File: config.mk
export PLATFORM = sky130hd
export DESIGN_NAME = trap_return_unit
export DESIGN_NICKNAME = d
export VERILOG_FILES = /design/src/rtl/trapret_pkg.sv /design/src/rtl/trapret_check.sv /design/src/rtl/trapret_update.sv /design/src/rtl/trap_return_unit.sv
export SDC_FILE = /design/constraint.sdc
export NUM_CORES = 1
export LEC_CHECK = 0
export BUFFER_PORTS_ARGS = -buffer_cell sky130_fd_sc_hd__buf_2
export CAP_MARGIN = 20
export CORE_AREA = 2 2 182 184
export CTS_CLUSTER_SIZE = 14
export DETAILED_ROUTE_END_ITERATION = 8
export DIE_AREA = 0 0 184 186
export PLACE_DENSITY = 0.48
export SYNTH_ARGS = -nofsm -noshare
export SYNTH_HDL_FRONTEND = slang
export SYNTH_SLANG_ARGS = --single-unit
File: constraint.sdc
create_clock -name clk -period 0.8 [get_ports clk]
set_input_delay 0.04 -clock clk [delete_from_list [all_inputs] [get_ports clk]]
set_output_delay 0.04 -clock clk [all_outputs]
set_load 0.005 [all_outputs]
File: src/rtl/trapret_pkg.sv
package trapret_pkg;
    localparam int XLEN = 64;
    localparam int CW   = 5;

    localparam logic [1:0] PRIV_U = 2'd0;
    localparam logic [1:0] PRIV_S = 2'd1;
    localparam logic [1:0] PRIV_M = 2'd3;

    // mstatus field positions
    localparam int B_SIE  = 1;
    localparam int B_MIE  = 3;
    localparam int B_SPIE = 5;
    localparam int B_MPIE = 7;
    localparam int B_SPP  = 8;
    localparam int B_MPPL = 11;
    localparam int B_TSR  = 22;
    localparam int B_MPV  = 39;
    // hstatus field positions
    localparam int B_SPV  = 7;
    localparam int B_VTSR = 22;

    localparam logic [CW-1:0] CAUSE_MISALIGN = 5'd0;
    localparam logic [CW-1:0] CAUSE_ILLEGAL  = 5'd2;
    localparam logic [CW-1:0] CAUSE_VIRT     = 5'd22;

    typedef struct packed {
        logic            done;
        logic            exc;
        logic [CW-1:0]   cause;
        logic [XLEN-1:0] mst;
        logic [XLEN-1:0] hst;
        logic [1:0]      priv;
        logic            virt;
        logic [XLEN-1:0] pc;
        logic            swap;
    } ret_state_t;
endpackage

File: src/rtl/trapret_check.sv
module trapret_check
    import trapret_pkg::*;
(
    input  logic            is_sret,
    input  logic [1:0]      cur_priv,
    input  logic            cur_virt,
    input  logic [XLEN-1:0] mst,
    input  logic [XLEN-1:0] hst,
    input  logic [1:0]      tgt_low,
    input  logic            cfg_rvc,
    input  logic            cfg_hyp,
    input  logic            cfg_pmp,
    output logic            fault,
    output logic [CW-1:0]   cause
);
    logic priv_bad_d, misal_d, gate_d, tsr_d, vtsr_d;

    always_comb begin
        priv_bad_d = is_sret ? (cur_priv == PRIV_U) : (cur_priv != PRIV_M);
        misal_d    = !cfg_rvc && (tgt_low != 2'b00);
        gate_d     = !is_sret && !cfg_pmp && (mst[B_MPPL+1:B_MPPL] != PRIV_M);
        tsr_d      = is_sret && mst[B_TSR] && (cur_priv != PRIV_M);
        vtsr_d     = is_sret && cfg_hyp && cur_virt && hst[B_VTSR];

        fault = 1'b1;
        cause = CAUSE_ILLEGAL;
        if (priv_bad_d)   cause = CAUSE_ILLEGAL;
        else if (misal_d) cause = CAUSE_MISALIGN;
        else if (gate_d)  cause = CAUSE_ILLEGAL;
        else if (tsr_d)   cause = CAUSE_ILLEGAL;
        else if (vtsr_d)  cause = CAUSE_VIRT;
        else              fault = 1'b0;
    end
endmodule

File: src/rtl/trapret_update.sv
module trapret_update
    import trapret_pkg::*;
(
    input  logic            is_sret,
    input  logic            cur_virt,
    input  logic [XLEN-1:0] mst,
    input  logic [XLEN-1:0] hst,
    input  logic            cfg_hyp,
    output logic [XLEN-1:0] mst_d,
    output logic [XLEN-1:0] hst_d,
    output logic [1:0]      priv_d,
    output logic            virt_d,
    output logic            swap_d
);
    always_comb begin
        mst_d  = mst;
        hst_d  = hst;
        virt_d = cur_virt;
        swap_d = 1'b0;
        if (!is_sret) begin
            mst_d[B_MIE]              = mst[B_MPIE];
            mst_d[B_MPIE]             = 1'b1;
            mst_d[B_MPPL+1:B_MPPL]    = PRIV_U;
            mst_d[B_MPV]              = 1'b0;
            priv_d                    = mst[B_MPPL+1:B_MPPL];
            if (cfg_hyp) begin
                virt_d = mst[B_MPV];
                swap_d = mst[B_MPV];
            end
        end else begin
            mst_d[B_SIE]  = mst[B_SPIE];
            mst_d[B_SPIE] = 1'b1;
            mst_d[B_SPP]  = 1'b0;
            priv_d        = {1'b0, mst[B_SPP]};
            if (cfg_hyp && !cur_virt) begin
                hst_d[B_SPV] = 1'b0;
                virt_d       = hst[B_SPV];
                swap_d       = hst[B_SPV];
            end
        end
    end
endmodule

File: src/rtl/trap_return_unit.sv
module trap_return_unit
    import trapret_pkg::*;
(
    input  logic            clk,
    input  logic            rst_n,
    input  logic            req_valid,
    input  logic            req_is_sret,
    input  logic [1:0]      cur_priv,
    input  logic            cur_virt,
    input  logic [63:0]     mstatus_i,
    input  logic [63:0]     hstatus_i,
    input  logic [63:0]     mepc_i,
    input  logic [63:0]     sepc_i,
    input  logic            cfg_rvc,
    input  logic            cfg_hyp,
    input  logic            cfg_pmp,
    output logic            done,
    output logic            exc_valid,
    output logic [4:0]      exc_cause,
    output logic [63:0]     mstatus_o,
    output logic [63:0]     hstatus_o,
    output logic [1:0]      priv_o,
    output logic            virt_o,
    output logic [63:0]     ret_pc,
    output logic            swap_req
);
    ret_state_t      st_d, st_q;
    logic [XLEN-1:0] tgt_pc;
    logic            fault;
    logic [CW-1:0]   cause;
    logic [XLEN-1:0] upd_mst, upd_hst;
    logic [1:0]      upd_priv;
    logic            upd_virt, upd_swap;

    assign tgt_pc = req_is_sret ? sepc_i : mepc_i;

    trapret_check u_check (
        .is_sret (req_is_sret),
        .cur_priv(cur_priv),
        .cur_virt(cur_virt),
        .mst     (mstatus_i),
        .hst     (hstatus_i),
        .tgt_low (tgt_pc[1:0]),
        .cfg_rvc (cfg_rvc),
        .cfg_hyp (cfg_hyp),
        .cfg_pmp (cfg_pmp),
        .fault   (fault),
        .cause   (cause)
    );

    trapret_update u_update (
        .is_sret (req_is_sret),
        .cur_virt(cur_virt),
        .mst     (mstatus_i),
        .hst     (hstatus_i),
        .cfg_hyp (cfg_hyp),
        .mst_d   (upd_mst),
        .hst_d   (upd_hst),
        .priv_d  (upd_priv),
        .virt_d  (upd_virt),
        .swap_d  (upd_swap)
    );

    always_comb begin
        st_d      = st_q;
        st_d.done = 1'b0;
        st_d.exc  = 1'b0;
        st_d.swap = 1'b0;
        if (req_valid) begin
            st_d.pc = tgt_pc;
            if (fault) begin
                st_d.exc   = 1'b1;
                st_d.cause = cause;
                st_d.mst   = mstatus_i;
                st_d.hst   = hstatus_i;
                st_d.priv  = cur_priv;
                st_d.virt  = cur_virt;
            end else begin
                st_d.done  = 1'b1;
                st_d.mst   = upd_mst;
                st_d.hst   = upd_hst;
                st_d.priv  = upd_priv;
                st_d.virt  = upd_virt;
                st_d.swap  = upd_swap;
            end
        end
    end

    always_ff @(posedge clk or negedge rst_n) begin
        if (!rst_n) begin
            st_q      <= '0;
            st_q.priv <= PRIV_M;
        end else begin
            st_q <= st_d;
        end
    end

    assign done      = st_q.done;
    assign exc_valid = st_q.exc;
    assign exc_cause = st_q.cause;
    assign mstatus_o = st_q.mst;
    assign hstatus_o = st_q.hst;
    assign priv_o    = st_q.priv;
    assign virt_o    = st_q.virt;
    assign ret_pc    = st_q.pc;
    assign swap_req  = st_q.swap;

    p_one_response_r1: assert property (@(posedge clk) disable iff (!rst_n)
        req_valid |=> (done ^ exc_valid));
    p_no_spurious_r1: assert property (@(posedge clk) disable iff (!rst_n)
        !req_valid |=> (!done && !exc_valid));
    p_exc_keeps_state_r11: assert property (@(posedge clk) disable iff (!rst_n)
        req_valid ##1 exc_valid |-> (mstatus_o == $past(mstatus_i)) &&
            (priv_o == $past(cur_priv)) && (virt_o == $past(cur_virt)) && !swap_req);
    p_swap_enters_virt_r8: assert property (@(posedge clk) disable iff (!rst_n)
        swap_req |-> (done && virt_o));
    p_mret_clears_prev_r7: assert property (@(posedge clk) disable iff (!rst_n)
        req_valid && !req_is_sret ##1 done |->
            (mstatus_o[B_MPPL+1:B_MPPL] == PRIV_U) && !mstatus_o[B_MPV] && mstatus_o[B_MPIE]);
    p_misalign_needs_norvc_r3: assert property (@(posedge clk) disable iff (!rst_n)
        req_valid ##1 (exc_valid && exc_cause == CAUSE_MISALIGN) |-> !$past(cfg_rvc));
    p_target_pc_r12: assert property (@(posedge clk) disable iff (!rst_n)
        req_valid ##1 done |-> ret_pc == ($past(req_is_sret) ? $past(sepc_i) : $past(mepc_i)));
endmodule

==> impl_metrics.ini <==
[setup_path]
startpoint = priv_o[0]$_DFFE_PN1P_
critPathTopFamily = flip-flops
endpoint_kind = output port
crit_path_top_delay_cell = dfstp_2
crit_path_start_kind = flop
crit_chain = buf_6
critPathMaxStageDelay_ns = 0.56
ff2ff_path_depth = 2
endpoint = priv_o[0]
critical_path_required_ns = 0.76
critical_path_class = flop to output port
r2r_slack_ns = -0.11
critical_path_depth = 1
arrival_ns = 1.11
path_buf_inv = 1
path_max_fanout = 2
r2r-start = hstatus_o[54]$_DFFE_PN0P_
r2r_end = hstatus_o[54]$_DFFE_PN0P_

[die]
die_y_um = 186
fp.dieArea_um2 = 34220
start_util_pct = 25.62
die_w_um = 184
ios = 469
core-area_um2 = 32210
num_rows = 66

[clock_tree]
clk_pin_slew_ns = 0.08
cts_buffers = 17
worstSkewPairLatency_ns = 0.44
cts_tree = built
root_buffer = clkbuf_16
clock_sinks = 200
cts_buffer_depth = 2
htree_levels = 4

[power]
power.total_mw = 27.51
p_sw_share_pct = 26.48
p_comb_share_pct = 23.4
intPower_mw = 20.23
p_switching_mw = 7.284
pwr-share-clk_pct = 34.1
ir_drop_mv = 1.342
power_density_nw_per_um2 = 1721
p_leak_nw = 7.845
pwr-share-seq_pct = 42.5

[yosys]
yosysUniqueCellTypes = 40
seq_area_frac_synth_pct = 60.69
synth_edf_count = 0
syn_area_per_cell_um2 = 13.03
synth_top_cells_by_count = dfrtp_1 (198), mux2_2 (119), nor2_1 (76)
yosysTopAreaCell = dfrtp_1
synth-main-ff-cell = dfrtp_1
ys_seq_elements = 200
synth_top_area_share_pct = 60.05
netlist_area_um2 = 8250
netlist_instances = 633
synth_most_common_cell = dfrtp_1
synthArstFlopShare_pct = 100.0
synth.top_cells.by_area = dfrtp_1 (60%), mux2_2 (16%), mux2i_1 (8.1%)
yosys_warnings = 0

[placement]
pre_cts_ws_ns = -0.5155
routabilityCongestion = 0.7661
dp.final_hpwl_um = 21090
port_buffers = 466

[grt]
grt_use_met1_pct = 19.21
grt_pass1_wl_um = 45450
track_usage_pct = 17.32
use_met3_pct = 5.263
gr-total-overflow = 0
grt_pass1_vias = 8476
gr-usage-met2_pct = 30.88
grt-busiest-layer = met2
antenna_found_initial = 1
grt_start_max_net_pins = 44

[route]
drc = 0
viasPerCell = 4.291
final_antenna_net_count = 0
first_iter_violations = 235
wl_per_cell_um = 16.41
vias = 8149
drt_first_pass_iters = 4
routed_wl_um = 31160

[final_layout]
n_fill_cell = 2868
syn2layout_area_growth_pct = 93.72
n_antenna_cell = 0
drive_gt1_share_pct = 52.85
nets = 1744

[sta]
clock_skew_ns = 0
fin_crit_ns = 1.147
finalSetupViolCount = 249
rsz0062_at_grt = yes
finalWorstSetupSlack_ns = -0.3472
fin_crit_sh_pct = 143.4
slew_violations = 0
fin_tns_setup_ns = -44.41
hold_violations = 0
clock.fmax_mhz = 871.7

[run_status]
status = complete, but fails checks
violations = setup timing

[hold_path]
hold_path_class = input port to flop

[run]
maxCapViolCount = 0
## metal layers
layer | vias up | part of all wire, % | routed length [um]
met4 | 2 | 2.7 | 841
met5 | - | 0.042 | 13
met3 | 56 | 6.3 | 1954
met2 | 300 | 52 | 16230
met1 | 3889 | 39 | 12120
li1 | 3902 | - | -
## final cells by class
cell class	count	area (um^2)	share of cell area, %
multi-input cells	386	3361	21.03
clock buffers	18	439.2	2.748
well taps	408	510.5	3.194
flip-flops and latches	200	5007	31.33
clock inverters	14	186.4	1.166
repair buffers	867	6452	40.37
inverters	6	26.28	0.1644
## state kept, by name, summed over array words and instances (netlist names)
register   count
priv_o         2
ret_pc        64
exc_cause      2
exc_valid      1
mstatus_o     64
done           1
virt_o         1
swap_req       1
hstatus_o     64
## power groups by stage
stage / clock network, mW / registers [mW] / logic [mW]
after floorplan: 0 / 11.9 / 1.88
after global placement: 0 / 11.8 / 4.60
after detailed placement: 0 / 11.8 / 4.63
after CTS: 9.68 / 11.7 / 6.00
after global routing: 10.1 / 11.8 / 6.97
final: 9.38 / 11.7 / 6.44
## through the flow
step           std cells  hold WS, ns  utilization (%)  area [um^2]
2_1_floorplan        634      -0.2556                -         8698
3_3_place_gp        1533     -0.04275            36.76        11840
3_5_place_dp        1533     -0.03589            36.76        11840
4_1_cts             1863    -0.004468            47.97        15450
5_1_grt             1899     0.008125            49.63        15980
6_report            1899      0.01780            49.63        15980
## what timing repair did
action                     CTS  global route
gates resized for setup     22            65
hold buffers               261             3
setup endpoints to repair  205           240
hold endpoints to repair   395             4
setup buffers               38            45
pin swaps                    1            10
## placed cells by master (no fill, tap or decap), drive strengths merged, types with 4 or more instances in the layout
cell type,instances
buf,604
dfrtp,198
o21ai,4
clkbuf,19
clkinv,5
inv,10
nor2,76
a21oi,70
dlygate4sd3,261
o2bb2ai,4
mux2,119
mux2i,67
nand2b,4
nand2,10
## logic make-up (layout without fill, tap and decap cells)
kind of cell	Yosys count	after routing	synth area share, %
flops	200	200	60.69
buf+inv	48	905	2.730
mux	186	186	24.37
simple gates	106	106	5.505
other cells	1	2	0.04545
compound gates	92	92	6.658
## how the worst min path moves through the flow
stage	from	endpoint	slack [ns]	cells past startpoint
final	hstatus_i[7]	swap_req$_DFF_PN0_	0.02	4
after global routing	req_valid	hstatus_o[39]$_DFFE_PN0P_	0.008	3
after CTS	mstatus_i[22]	priv_o[0]$_DFFE_PN1P_	-0.004	4
after detailed placement	rst_n	hstatus_o[35]$_DFFE_PN0P_	-0.04	1
after global placement	rst_n	hstatus_o[35]$_DFFE_PN0P_	-0.04	1
after floorplan	rst_n	done$_DFF_PN0_	-0.26	0
(Power assumes the default switching activity.)
